===== config.mk =====
export PLATFORM = sky130hd
export DESIGN_NAME = flash_strobe_gen
export DESIGN_NICKNAME = d
export VERILOG_FILES = /design/src/rtl/fs_pkg.sv /design/src/rtl/fs_edge_det.sv /design/src/rtl/fs_pulse_counter.sv /design/src/rtl/fs_strobe_ctrl.sv /design/src/rtl/flash_strobe_gen.sv
export SDC_FILE = /design/constraint.sdc
export NUM_CORES = 1
export LEC_CHECK = 0
export BUFFER_PORTS_ARGS = -buffer_cell sky130_fd_sc_hd__buf_2
export CAP_MARGIN = 20
export CORE_UTILIZATION = 35
export DETAILED_ROUTE_END_ITERATION = 8
export SETUP_SLACK_MARGIN = 0.02
export SLEW_MARGIN = 15
export SYNTH_ARGS = -nofsm -noshare
export SYNTH_HDL_FRONTEND = slang
export SYNTH_SLANG_ARGS = --single-unit
export TNS_END_PERCENT = 50

===== constraint.sdc =====
create_clock -name clk -period 1.8 [get_ports clk]
set_input_delay 0.36 -clock clk [delete_from_list [all_inputs] [get_ports clk]]
set_output_delay 0.36 -clock clk [all_outputs]
set_load 0.03 [all_outputs]

===== src/rtl/fs_pkg.sv =====
package fs_pkg;
  // Which transition of a sampled input an edge detector reports
  typedef enum logic {
    EDGE_FALL = 1'b0,
    EDGE_RISE = 1'b1
  } fs_edge_e;
endpackage


===== src/rtl/fs_edge_det.sv =====
module fs_edge_det
  import fs_pkg::*;
#(
  parameter fs_edge_e POLARITY = EDGE_RISE
) (
  input  logic clk,
  input  logic rst,
  input  logic sig_i,
  output logic ev_o
);
  logic samp_q;
  logic prev_q;

  always_ff @(posedge clk) begin
    if (rst) begin
      samp_q <= 1'b0;
      prev_q <= 1'b0;
    end else begin
      samp_q <= sig_i;
      prev_q <= samp_q;
    end
  end

  generate
    if (POLARITY == EDGE_RISE) begin : g_rise
      assign ev_o = samp_q & ~prev_q;
    end else begin : g_fall
      assign ev_o = ~samp_q & prev_q;
    end
  endgenerate
endmodule


===== src/rtl/fs_pulse_counter.sv =====
module fs_pulse_counter #(
  parameter int CNT_W = 4
) (
  input  logic             clk,
  input  logic             rst,
  input  logic             field_start,
  input  logic             pulse_rise,
  input  logic [CNT_W-1:0] target,
  output logic             last_hit
);
  localparam logic [CNT_W-1:0] CNT_MAX = {CNT_W{1'b1}};

  logic [CNT_W-1:0] cnt_q;
  logic             done_q;
  logic [CNT_W:0]   cnt_next;

  assign cnt_next = {1'b0, cnt_q} + 1'b1;

  assign last_hit = pulse_rise & ~field_start & ~done_q &
                    (target != '0) & (cnt_next == {1'b0, target});

  always_ff @(posedge clk) begin
    if (rst) begin
      cnt_q  <= '0;
      done_q <= 1'b0;
    end else if (field_start) begin
      cnt_q  <= '0;
      done_q <= 1'b0;
    end else if (pulse_rise) begin
      if (cnt_q != CNT_MAX) cnt_q <= cnt_next[CNT_W-1:0];
      if (last_hit) done_q <= 1'b1;
    end
  end


  field_clear_chk: assert property (@(posedge clk) disable iff (rst)
    field_start |=> (cnt_q == '0) && !done_q);


  count_step_chk: assert property (@(posedge clk) disable iff (rst)
    (pulse_rise && !field_start && cnt_q != CNT_MAX) |=> cnt_q == $past(cnt_q) + 1'b1);


  once_per_field_chk: assert property (@(posedge clk) disable iff (rst)
    last_hit |=> done_q && !last_hit);
endmodule


===== src/rtl/fs_strobe_ctrl.sv =====
module fs_strobe_ctrl (
  input  logic clk,
  input  logic rst,
  input  logic en,
  input  logic set_ev,
  input  logic clear_ev,
  output logic strobe_o
);
  logic strobe_q;

  always_ff @(posedge clk) begin
    if (rst)           strobe_q <= 1'b0;
    else if (!en)      strobe_q <= 1'b0;
    else if (clear_ev) strobe_q <= 1'b0;
    else if (set_ev)   strobe_q <= 1'b1;
  end

  assign strobe_o = strobe_q;


  disabled_low_chk: assert property (@(posedge clk) disable iff (rst)
    !en |=> !strobe_q);


  clear_wins_chk: assert property (@(posedge clk) disable iff (rst)
    clear_ev |=> !strobe_q);


  rise_cause_chk: assert property (@(posedge clk) disable iff (rst)
    $rose(strobe_q) |-> $past(set_ev && en));
endmodule


===== src/rtl/flash_strobe_gen.sv =====
module flash_strobe_gen
  import fs_pkg::*;
#(
  parameter int CNT_W       = 4,
  parameter bit VSG_ON_RISE = 1'b1
) (
  input  logic             clk,
  input  logic             rst,
  input  logic             strobe_en,
  input  logic             vd,
  input  logic             subck,
  input  logic             vsg,
  input  logic [CNT_W-1:0] subck_count,
  output logic             strobe
);
  localparam fs_edge_e VSG_EDGE = VSG_ON_RISE ? EDGE_RISE : EDGE_FALL;

  logic field_start;
  logic subck_rise;
  logic vsg_ev;
  logic last_hit;

  fs_edge_det #(.POLARITY(EDGE_FALL)) u_vd_edge (
    .clk(clk), .rst(rst), .sig_i(vd), .ev_o(field_start)
  );

  fs_edge_det #(.POLARITY(EDGE_RISE)) u_subck_edge (
    .clk(clk), .rst(rst), .sig_i(subck), .ev_o(subck_rise)
  );

  fs_edge_det #(.POLARITY(VSG_EDGE)) u_vsg_edge (
    .clk(clk), .rst(rst), .sig_i(vsg), .ev_o(vsg_ev)
  );

  fs_pulse_counter #(.CNT_W(CNT_W)) u_counter (
    .clk(clk), .rst(rst),
    .field_start(field_start),
    .pulse_rise(subck_rise),
    .target(subck_count),
    .last_hit(last_hit)
  );

  fs_strobe_ctrl u_ctrl (
    .clk(clk), .rst(rst),
    .en(strobe_en),
    .set_ev(last_hit),
    .clear_ev(vsg_ev),
    .strobe_o(strobe)
  );


  zero_count_chk: assert property (@(posedge clk) disable iff (rst)
    (subck_count == '0) |=> !$rose(strobe));


  gate_clear_chk: assert property (@(posedge clk) disable iff (rst)
    (vsg_ev && strobe) |=> !strobe);
endmodule


# ---- Yosys cells after proc, flatten, opt, wreduce, memory -nomap -nowiden
# Cells that the tools add are included.
dict set report totals {
  elab_cells 30
  out_inout_bits 1
  inputBits 10
  ff_bits 12
}
dict set report classes {
  n_eq_ne 2
  n_bitwise 13
  n_reduce_logical 5
  addsub 1
}
# cell count
set ops {}
lappend ops {{AND 1 bit} 7}
lappend ops {{NOT 1 bit} 6}
lappend ops {{adder 4 x 1 -> 5 bit, second input constant} 1}
lappend ops {{== test 5 x 4 -> 1 bit} 1}
lappend ops {{!= test 4 bit, second input constant} 1}
lappend ops {{AND reduction 2 bit} 2}
lappend ops {{nonzero test 4 bit} 1}
lappend ops {{OR reduction 3 bit} 1}
lappend ops {{OR reduction 2 bit} 1}

# ---- Logic depth before layout (Yosys ltp)
# Gate-level depths: netlist of the first run.
dict set report logic_depth {
  depth_word 8
  ltp_mapped 6
}

# ---- By module
# A second synthesis of the first run with hierarchy kept.
dict set report unflattened {
  cells_unflattened 53
  hier_area_um2 530.5
}
# module seq_area_each_um2 area_per_inst_um2 instances cells_each
set modules_own_cells {}
lappend modules_own_cells {fs_pulse_counter 100.1 307.8 1 35}
lappend modules_own_cells {fs_edge_det 40.0 61.3 3 5}
lappend modules_own_cells {fs_strobe_ctrl 20.0 38.8 1 3}

# ---- Least setup slack after synthesis of the first run
# No wires, ideal clock.
dict set report synth_timing {
  path_kind {register -> register}
  from {register u_counter.cnt_q[0]}
  to {register u_counter.done_q}
  path_stages_with_launch 6
  setup_slack_ps 425
  n_path_buf 0
  t_arrival_ps 1287
  cell_sequence {dfxtp_1 -> ha_1 -> xor2_1 -> xnor2_1 -> nand3b_4 -> o32ai_2}
}
dict set report synth_via {
  elab_chain_len 4
}
# element line_no
set synth_lines {}
lappend synth_lines {{start: declaration} fs_pulse_counter.sv:13} ;# logic [CNT_W-1:0] cnt_q;
lappend synth_lines {{start signal: assignment} fs_pulse_counter.sv:30} ;# if (cnt_q != CNT_MAX) cnt_q <= cnt_next[CNT_W-1:0];
lappend synth_lines {{adder 4 x 1 -> 5 bit} fs_pulse_counter.sv:17} ;# assign cnt_next = {1'b0, cnt_q} + 1'b1;
lappend synth_lines {{== test 5 x 4 -> 1 bit} fs_pulse_counter.sv:20} ;# (target != '0) & (cnt_next == {1'b0, target});
lappend synth_lines {{AND 1 bit} fs_pulse_counter.sv:20}
lappend synth_lines {{AND reduction 2 bit (no source line)} --}
lappend synth_lines {{end signal: assignment} fs_pulse_counter.sv:25} ;# done_q <= 1'b0;
lappend synth_lines {{end signal: assignment} fs_pulse_counter.sv:28} ;# done_q <= 1'b0;
lappend synth_lines {{end signal: assignment} fs_pulse_counter.sv:31} ;# if (last_hit) done_q <= 1'b1;
lappend synth_lines {{end: declaration} fs_pulse_counter.sv:14} ;# logic done_q;
# Every way passes these cells.
# A chain may end at the register's enable or synchronous reset.

# ---- Worst setup path after layout of the first run
# Ends and elaborated chain as after synthesis.

==> impl_metrics.env, run 1 <==
export IMPL_status="complete, no violations"
export IMPL_postSynthCellCount=55
export IMPL_htreeDepth=1
export IMPL_synthAdderAreaFrac=0.0225
export IMPL_portBuffers=10
export IMPL_nets=80
export IMPL_initial_core_util=0.374
export IMPL_synth_edf_count=0
export IMPL_dr_total_vias=401
export IMPL_fmax_mhz=677
export IMPL_ys_warn_count=0
export IMPL_leakagePower_uw=0.000270
export IMPL_start_kind="flop"
export IMPL_power_frac_comb=0.105
export IMPL_rows=14
export IMPL_synth_common_cells="dfxtp_1 (12), nor2b_1 (7), nor2_1 (4), a21oi_1 (3), xnor2_1 (3)"
export IMPL_async_flop_share=0
export IMPL_worstSetupStartpoint="u_counter.cnt_q[0]"
export IMPL_wirelength_um=889
export IMPL_cts_sinks=12
export IMPL_final_area_um2=658
export IMPL_pwr_share_clk=0.393
export IMPL_yosysSeqAreaShare=0.431
export IMPL_via_per_inst=4.77
export IMPL_skew_ns=0.00909
export IMPL_crit_required_ns=2.00
export IMPL_synthTopCellsByArea="dfxtp_1 (43%), nor2b_1 (7.9%), xnor2_1 (4.7%)"
export IMPL_yosysMostFrequentCell="dfxtp_1"
export IMPL_endpoint_kind="flop"
export IMPL_groute_usage_overall=0.122
export IMPL_hold_viol_final=0
export IMPL_min_path_cells=2
export IMPL_rsz0062_at_grt="no"
export IMPL_relSlewSlack=0.792
export IMPL_area_delta_synth_final_pct=18.2
export IMPL_drc=0
export IMPL_switching_share=0.234
export IMPL_post_route_util=0.442
export IMPL_cp_top_family="XOR/XNOR gates"
export IMPL_cp_cell_sequence="ha_1 > xor2_1 > xnor2_1 > nand3b_4 > o32ai_2"
export IMPL_fin_ws_ns=0.323
export IMPL_min_period_over_period=0.821
export IMPL_io_pin_count=11
export IMPL_worst_path_stages=5
export IMPL_dpl_cell_area_um2=622
export IMPL_drive_gt1_frac=0.309
export IMPL_setup_tns_final_ns=0
export IMPL_synth_xor_area_frac=0.0787
export IMPL_grt_pass1_vias=352
export IMPL_ys_types=26
export IMPL_crit_type="flop to flop"
export IMPL_cp_slowest_cell="dfxtp_1"
export IMPL_grt_max_degree=9
export IMPL_antenna_found_initial=0
export IMPL_cp_max_fo=4
export IMPL_grt_overflow_total=0
export IMPL_cts_root_buf="clkbuf_4"
export IMPL_tritoncts="yes"
export IMPL_cp_slowest_stage_delay_ns=0.35
export IMPL_grt_pass1_wl_mm=1.50
export IMPL_dp_hpwl_um=658
export IMPL_muxShareOfSynthArea=0.0180
export IMPL_p_per_area_mw_per_mm2=847
export IMPL_synth_top_area_frac=0.431
export IMPL_hold_path_class="input port to flop"
export IMPL_place_inst=80
export IMPL_drtIter0Drc=4
export IMPL_gp_congestion=0.708
export IMPL_die_width_um=41.9
export IMPL_clk_latency_ns=0.28
export IMPL_antenna_left=0
export IMPL_die_y_um=41.9
export IMPL_synth_area_leader_cell="dfxtp_1"
export IMPL_maxCapViolCount=0
export IMPL_synth_compound_area_frac=0.117
export IMPL_switchingPower_uw=131
export IMPL_place_ws_ns=0.316
export IMPL_clock_path_buffers=2
export IMPL_post_route_min_period_ns=1.48
export IMPL_hold_start="vsg"
export IMPL_numCtsBuffers=3
export IMPL_fin_cells=84
export IMPL_power_internal_uw=427
export IMPL_worst_endpoint_arrival_ns=1.68
export IMPL_num_antenna_cells=0
export IMPL_seq_power_share=0.502
export IMPL_slew_viol_final=0
export IMPL_clk_pin_slew_ns=0.08
export IMPL_ys_seq_elements=12
export IMPL_netlist_area_um2=557
export IMPL_wl_per_cell_um=10.6
export IMPL_firstDrtPassIters=4
export IMPL_finalSetupViolCount=0
export IMPL_syn_nets=66
export IMPL_synthFlopType="dfxtp_1"
export IMPL_cts_resized=0
export IMPL_core_mm2=0.00149
export IMPL_r2r_cells=5
export IMPL_tightest_slew_ns=0.312
export IMPL_ir_drop_mv=0.462
export IMPL_synth_simple_area_share=0.310
export IMPL_path_buf_inv=0
export IMPL_die_area_mm2=0.00175
export IMPL_syn_mean_instance_area_um2=10.1
export IMPL_hold_buffers=0
export IMPL_reg2reg_from="u_counter.cnt_q[0]"
export IMPL_synth_top_family_by_area="simple AND/OR/NAND/NOR gates"
export IMPL_postCtsSetupRepairBufs=0
-- flip-flops by register name, indices dropped and copies added (netlist names) --
| register | flops |
|---|---|
| u_counter.done_q | 1 |
| u_counter.cnt_q | 4 |
| u_ctrl.strobe_o | 1 |
| u_vd_edge.samp_q | 1 |
| u_vd_edge.prev_q | 1 |
| u_vsg_edge.prev_q | 1 |
| u_subck_edge.samp_q | 1 |
| u_subck_edge.prev_q | 1 |
| u_vsg_edge.samp_q | 1 |
-- path summary, 6_finish.rpt --
check | endpoint | slack, ns
worst max-delay path | u_counter.done_q | 0.32
worst min-delay path | u_vsg_edge.samp_q | 0.29
worst max register to register | u_counter.done_q | 0.32
worst min register to register | u_vsg_edge.prev_q | 0.46
-- area by class of cell --
| type | count | area, um2 |
|---|---|---|
| clock buffers | 4 | 36.3 |
| fillers | 143 | 831 |
| inverters | 2 | 7.51 |
| multi-input cells | 40 | 304 |
| flip-flops and latches | 12 | 240 |
| well taps | 16 | 20.0 |
| repair buffers | 10 | 50.0 |
-- cells in the final DEF, fill, tap and decap left out, types with 2 or more instances in the layout --
cell      netlist  final
xnor2_1         3      3
nor2b_1         7      7
nor2_1          4      4
nand2_1         2      2
nor3_1          2      2
nand2b_1        2      2
buf_2           1     10
inv_1           2      2
dfxtp_1        12     12
clkbuf_4        0      3
xor2_1          2      2
a21oi_1         3      3
-- cells by family (layout without fill, tap and decap cells) --
group	after synthesis	count (layout)
compound gates	8	8
flops	12	12
buf+inv	3	16
xor+xnor	5	5
mux	1	1
fa+ha+maj	1	1
simple gates	25	25
-- power by group through the flow --
stage / logic, uW / clock network [uW] / registers (uW)
after global placement: 58.8 / 0 / 286
after floorplan: 40.7 / 0 / 285
after global routing: 65.8 / 250 / 281
after detailed placement: 58.8 / 0 / 286
after CTS: 59.6 / 231 / 280
final: 58.7 / 219 / 280
-- routing by layer --
| metal | wire length, um | share of wire | track usage | up-vias |
|---|---|---|---|---|
| li1 | - | - | - | 213 |
| met1 | 424 | 0.48 | 0.134 | 172 |
| met2 | 396 | 0.45 | 0.178 | 14 |
| met3 | 58 | 0.065 | 0.0826 | 2 |
| met4 | 10 | 0.011 | 0.0581 | 0 |
| met5 | 0 | 0 | 0 | - |
-- metrics by stage --
| step | total power, uW | hold slack [ns] |
|---|---|---|
| after global placement | 344 | 0.441 |
| after detailed placement | 345 | 0.446 |
| after global routing | 597 | 0.268 |
| final | 558 | 0.288 |
| after floorplan | 326 | 0.429 |
| after CTS | 570 | 0.277 |
No activity file was read; power rests on OpenSTA's default activity.
==> inputs of run 2 (changes only) <==
==> constraint.sdc (replaced) <==
create_clock -name clk -period 1.5 [get_ports clk]
set_input_delay 0.3 -clock clk [delete_from_list [all_inputs] [get_ports clk]]
set_output_delay 0.3 -clock clk [all_outputs]
set_load 0.03 [all_outputs]
==> run 2 against run 1 <==
  * Critical path depth did not move
  * Global-route usage rose by 0.60 points
  * Clock skew fell by 0.0030 ns
  * Clock power rose by 15%
  * Sequential share of layout area fell by 0.55 points
  * Wire length fell by 2.1%
  * Worst setup slack got worse by 0.22 ns
  * Sequential power rose by 19%
  * Largest cell class unchanged
  * Highest routed layer unchanged
==> impl_metrics.env, run 2 (synthesis results as in run 1) <==
export IMPL_grt_overflow_total=0
export IMPL_clock_path_buffers=2
export IMPL_cp_max_fo=4
export IMPL_groute_usage_overall=0.128
export IMPL_antenna_found_initial=0
export IMPL_hold_viol_final=0
export IMPL_nets=81
export IMPL_register_area_um2=240
export IMPL_dp_hpwl_um=641
export IMPL_grt_pass1_vias=390
export IMPL_postCtsSetupRepairBufs=0
export IMPL_maxCapViolCount=0
export IMPL_path_buf_inv=0
export IMPL_core_mm2=0.00149
export IMPL_largest_register="u_counter.cnt_q"
export IMPL_relSlewSlack=0.814
export IMPL_min_path_cells=2
export IMPL_start_kind="flop"
export IMPL_setup_tns_final_ns=0
export IMPL_drtIter0Drc=1
export IMPL_min_period_over_period=0.930
export IMPL_die_area_mm2=0.00175
export IMPL_dr_total_vias=411
export IMPL_drc=0
export IMPL_r2r_cells=5
export IMPL_power_internal_uw=516
export IMPL_area_delta_synth_final_pct=20.0
export IMPL_switchingPower_uw=147
export IMPL_seq_power_share=0.505
export IMPL_ir_drop_mv=0.481
export IMPL_largest_register_ffs=4
export IMPL_multiInputGateArea_um2=307
export IMPL_cp_slowest_cell="dfxtp_1"
export IMPL_gp_congestion=0.715
export IMPL_status="complete, no violations"
export IMPL_htreeDepth=1
export IMPL_portBuffers=10
export IMPL_holdWs_ns=0.239
export IMPL_power_frac_comb=0.115
export IMPL_endpoint_kind="flop"
export IMPL_skew_ns=0.00606
export IMPL_cp_slowest_stage_delay_ns=0.35
export IMPL_cp_top_family="XOR/XNOR gates"
export IMPL_tightest_slew_ns=0.278
export IMPL_grt_pass1_wl_mm=1.64
export IMPL_numCtsBuffers=3
export IMPL_num_antenna_cells=0
export IMPL_slew_viol_final=0
export IMPL_rows=14
export IMPL_firstDrtPassIters=4
export IMPL_most_common_layout_cells="dfxtp_1 (12), buf_2 (10), nor2b_1 (7), nor2_1 (4)"
export IMPL_cts_root_buf="clkbuf_4"
export IMPL_via_per_inst=4.84
export IMPL_post_route_util=0.449
export IMPL_worst_endpoint_arrival_ns=1.59
export IMPL_mostFrequentLayoutCell="dfxtp_1"
export IMPL_r2r_setup_slack_ns=0.10
export IMPL_fill_cells=137
export IMPL_grt_max_degree=9
export IMPL_clk_pin_slew_ns=0.08
export IMPL_crit_required_ns=1.69
export IMPL_initial_core_util=0.374
export IMPL_pwr_share_clk=0.380
export IMPL_die_y_um=41.9
export IMPL_finalSetupViolCount=0
export IMPL_hold_path_class="input port to flop"
export IMPL_leakagePower_uw=0.000272
export IMPL_tritoncts="yes"
export IMPL_wirelength_um=870
export IMPL_io_pin_count=11
export IMPL_post_route_min_period_ns=1.40
export IMPL_p_per_area_mw_per_mm2=991
export IMPL_hold_buffers=0
export IMPL_fmax_mhz=717
export IMPL_cp_cell_sequence="ha_2 > xor2_1 > xnor2_1 > nand3b_4 > o32ai_2"
export IMPL_worst_path_stages=5
export IMPL_cts_sinks=12
export IMPL_drive_gt1_frac=0.333
export IMPL_antenna_left=0
export IMPL_wl_per_cell_um=10.2
export IMPL_die_width_um=41.9
export IMPL_switching_share=0.222
export IMPL_crit_type="flop to flop"
export IMPL_clk_latency_ns=0.27
==> run 2: worst register-to-register path: cells and delay by family, from the launching register on <==
| kind | cells | cell delay (ns) |
|---|---|---|
| AO/OA/AOI/OAI | 1 | 0.24 |
| adder cells (fa/ha/maj) | 1 | 0.21 |
| AND/OR/NAND/NOR | 1 | 0.11 |
| XOR/XNOR | 2 | 0.40 |
| flip-flops | 1 | 0.35 |
==> run 2: stage by stage <==
| stage | power, uW | setup slack (ns) | instances | instance area, um2 |
|---|---|---|---|---|
| after floorplan | 391 | 0.125 | 55 | 557 |
| after global placement | 417 | 0.137 | 81 | 629 |
| after detailed placement | 417 | 0.106 | 81 | 629 |
| after CTS | 677 | 0.0989 | 85 | 666 |
| after global routing | 705 | -0.000458 | 85 | 668 |
| final | 662 | 0.105 | 85 | 668 |
==> run 2: repair_timing <==
action	4_1_cts	5_1_grt
resized for setup	0	1
endpoints found under the hold margin	0	0
endpoints found under the setup margin	0	2
==> run 2: path summary, 6_finish.rpt <==
kind,startpoint,to
worst max-delay path,u_counter.cnt_q[1],u_counter.done_q
worst min-delay path,vsg,u_vsg_edge.samp_q
worst max register to register,u_counter.cnt_q[1],u_counter.done_q
worst min register to register,u_vd_edge.samp_q,u_vd_edge.prev_q
==> run 2: final cells by class <==
type	count	share of cell area
multi-input combinational	40	0.459
sequential	12	0.360
timing repair buffer	11	0.0861
tap	16	0.0300
inverter	2	0.0112
clock buffer	4	0.0543
==> run 2: per-layer routing <==
layer,track usage,share of wire
met1,0.162,0.54
met5,0,0
met3,0.0783,0.066
met4,0.0581,0.013
met2,0.169,0.38
==> run 2: power groups by stage <==
stage	Combinational (uW)	Sequential, uW	Clock, uW
2_1_floorplan	48.8	342	0
3_3_place_gp	75.3	341	0
3_5_place_dp	75.4	341	0
4_1_cts	75.9	334	267
5_1_grt	86.5	336	283
6_report	76.1	334	252
==> inputs of run 3 (changes only) <==
--- a/config.mk
+++ b/config.mk
@@ -7,8 +7,11 @@
 export LEC_CHECK = 0
 export BUFFER_PORTS_ARGS = -buffer_cell sky130_fd_sc_hd__buf_2
 export CAP_MARGIN = 20
-export CORE_UTILIZATION = 35
+export CELL_PAD_IN_SITES_DETAIL_PLACEMENT = 0
+export CELL_PAD_IN_SITES_GLOBAL_PLACEMENT = 2
+export CORE_UTILIZATION = 31
 export DETAILED_ROUTE_END_ITERATION = 8
+export PLACE_DENSITY_LB_ADDON = 0.1
 export SETUP_SLACK_MARGIN = 0.02
 export SLEW_MARGIN = 15
 export SYNTH_ARGS = -nofsm -noshare
==> run 3 against run 2 <==
  * Clock skew up 0.0013 ns
  * Wire length up 9.3%
  * Sequential share of layout area down 0.20 points
  * Critical path depth unchanged
  * Via count up 0.73%
  * Final area up 0.56%
  * Worst hold slack worse by 0.0037 ns
  * First-iteration DRC count rose to 18 times the previous value
  * Die area up 12%
  * Clock power down 25%
  * Largest cell class unchanged
  * Largest power group unchanged
==> impl_metrics.env, run 3 (synthesis results as in run 1) <==
export IMPL_htreeDepth=1
export IMPL_tightest_slew_ns=0.274
export IMPL_wl_per_cell_um=10.2
export IMPL_maxCapViolCount=0
export IMPL_largest_register="u_counter.cnt_q"
export IMPL_numCtsBuffers=3
export IMPL_skew_ns=0.00737
export IMPL_switchingPower_uw=141
export IMPL_rsz0062_at_grt="no"
export IMPL_die_width_um=44.4
export IMPL_clk_latency_ns=0.27
export IMPL_leakagePower_uw=0.000270
export IMPL_hold_path_class="input port to flop"
export IMPL_worst_endpoint_arrival_ns=1.56
export IMPL_r2r_end="u_counter.done_q"
export IMPL_finalSetupViolCount=0
export IMPL_tritoncts="yes"
export IMPL_fin_ws_ns=0.131
export IMPL_num_antenna_cells=0
export IMPL_cp_cell_sequence="ha_2 > xor2_1 > xnor2_1 > nand3b_4 > o32ai_2"
export IMPL_r2r_cells=5
export IMPL_largest_register_ffs=4
export IMPL_min_period_over_period=0.913
export IMPL_grt_pass1_vias=359
export IMPL_cts_root_buf="clkbuf_4"
export IMPL_power_frac_comb=0.134
export IMPL_place_ws_ns=0.112
export IMPL_via_per_inst=4.45
export IMPL_grt_pass1_wl_mm=1.61
export IMPL_groute_usage_overall=0.121
export IMPL_post_route_min_period_ns=1.37
export IMPL_setup_tns_final_ns=0
export IMPL_start_kind="flop"
export IMPL_clk_pin_slew_ns=0.07
export IMPL_pwr_share_clk=0.313
export IMPL_gp_congestion=0.694
export IMPL_worst_path_stages=5
export IMPL_min_to="u_vsg_edge.samp_q"
export IMPL_antenna_left=0
export IMPL_drc=0
export IMPL_status="complete, no violations"
export IMPL_seq_power_share=0.553
export IMPL_crit_type="flop to flop"
export IMPL_dr_total_vias=414
export IMPL_die_area_mm2=0.00197
export IMPL_drtIter0Drc=18
export IMPL_cp_top_family="XOR/XNOR gates"
export IMPL_mostFrequentLayoutCell="dfxtp_1"
export IMPL_worstSetupStartpoint="u_counter.cnt_q[1]"
export IMPL_fmax_mhz=731
export IMPL_grt_overflow_total=0
export IMPL_r2r_setup_slack_ns=0.13
export IMPL_power_internal_uw=464
export IMPL_path_buf_inv=0
export IMPL_cts_sinks=12
export IMPL_grt_max_degree=9
export IMPL_fill_cells=158
export IMPL_dpl_cell_area_um2=647
export IMPL_area_delta_synth_final_pct=20.7
export IMPL_firstDrtPassIters=4
export IMPL_cp_slowest_cell="dfxtp_1"
export IMPL_relSlewSlack=0.817
export IMPL_core_mm2=0.00159
export IMPL_switching_share=0.233
export IMPL_initial_core_util=0.349
export IMPL_cp_max_fo=4
export IMPL_ir_drop_mv=0.463
export IMPL_die_y_um=44.4
export IMPL_hold_viol_final=0
export IMPL_most_common_layout_cells="dfxtp_1 (12), buf_2 (10), nor2b_1 (7), nor2_1 (4)"
export IMPL_nets=82
export IMPL_slew_viol_final=0
export IMPL_dp_hpwl_um=729
export IMPL_drive_gt1_frac=0.333
export IMPL_clock_path_buffers=2
export IMPL_rows=14
export IMPL_postCtsSetupRepairBufs=0
export IMPL_final_area_um2=672
export IMPL_reg2reg_from="u_counter.cnt_q[1]"
export IMPL_portBuffers=10
export IMPL_power_uw=605
export IMPL_p_per_area_mw_per_mm2=900
export IMPL_hold_start="vsg"
export IMPL_cp_slowest_stage_delay_ns=0.35
export IMPL_min_path_cells=2
export IMPL_crit_required_ns=1.69
export IMPL_wirelength_um=951
export IMPL_endpoint_kind="flop"
export IMPL_io_pin_count=11
export IMPL_antenna_found_initial=0
-- run 3: cell types whose count changed in the layout (fill, tap and decap cells not counted), sizes merged --
cell    before  now
buf         11   12
clkbuf       4    3
-- run 3: how the worst max path moves through the flow --
stage                                  end  slack (ns)
after floorplan           u_counter.done_q        0.13
after global placement    u_counter.done_q        0.13
after detailed placement  u_counter.done_q        0.11
after CTS                 u_counter.done_q        0.09
after global routing      u_counter.done_q        0.03
final                     u_counter.done_q        0.13
-- run 3: cell type report --
type / instances / area [um2] / share of cell area
tap: 24 / 30.0 / 0.0447
inverter: 2 / 7.51 / 0.0112
sequential: 12 / 240 / 0.358
multi-input combinational: 40 / 307 / 0.456
clock buffer: 3 / 22.5 / 0.0335
timing repair buffer: 12 / 65.1 / 0.0968
-- run 3: per-layer routing --
metal | vias up | GRT usage | part of all wire
li1 | 217 | - | -
met1 | 182 | 0.155 | 0.49
met2 | 13 | 0.159 | 0.43
met3 | 2 | 0.0612 | 0.063
met4 | 0 | 0.0727 | 0.013
met5 | - | 0 | 0
-- run 3: power by group through the flow --
stage | combinational [uW] | clock (uW) | sequential (uW)
CTS | 82.1 | 195 | 334
detailed placement | 81.4 | 0 | 342
finish | 81.3 | 189 | 334
floorplan | 48.8 | 0 | 342
global placement | 83.4 | 0 | 341
global route | 90.5 | 205 | 335
-- run 3: worst reg2reg max path, stage by stage, from the launching register on --
cell and delay (ns):
dfxtp_1 0.35, ha_2 0.22, xor2_1 0.18, xnor2_1 0.19
nand3b_4 0.12, o32ai_2 0.25
-- run 3: through the flow --
| step | util | hold WS [ns] | cells |
|---|---|---|---|
| floorplan | - | 0.372 | 55 |
| global placement | 0.406 | 0.443 | 90 |
| detailed placement | 0.406 | 0.447 | 90 |
| CTS | 0.420 | 0.234 | 93 |
| global route | 0.422 | 0.239 | 93 |
| finish | 0.422 | 0.235 | 93 |
-- run 3: timing repair --
action / CTS / global route
setup endpoints to repair: 0 / 1
gates resized for setup: 0 / 1
hold buffers: 0 / 0
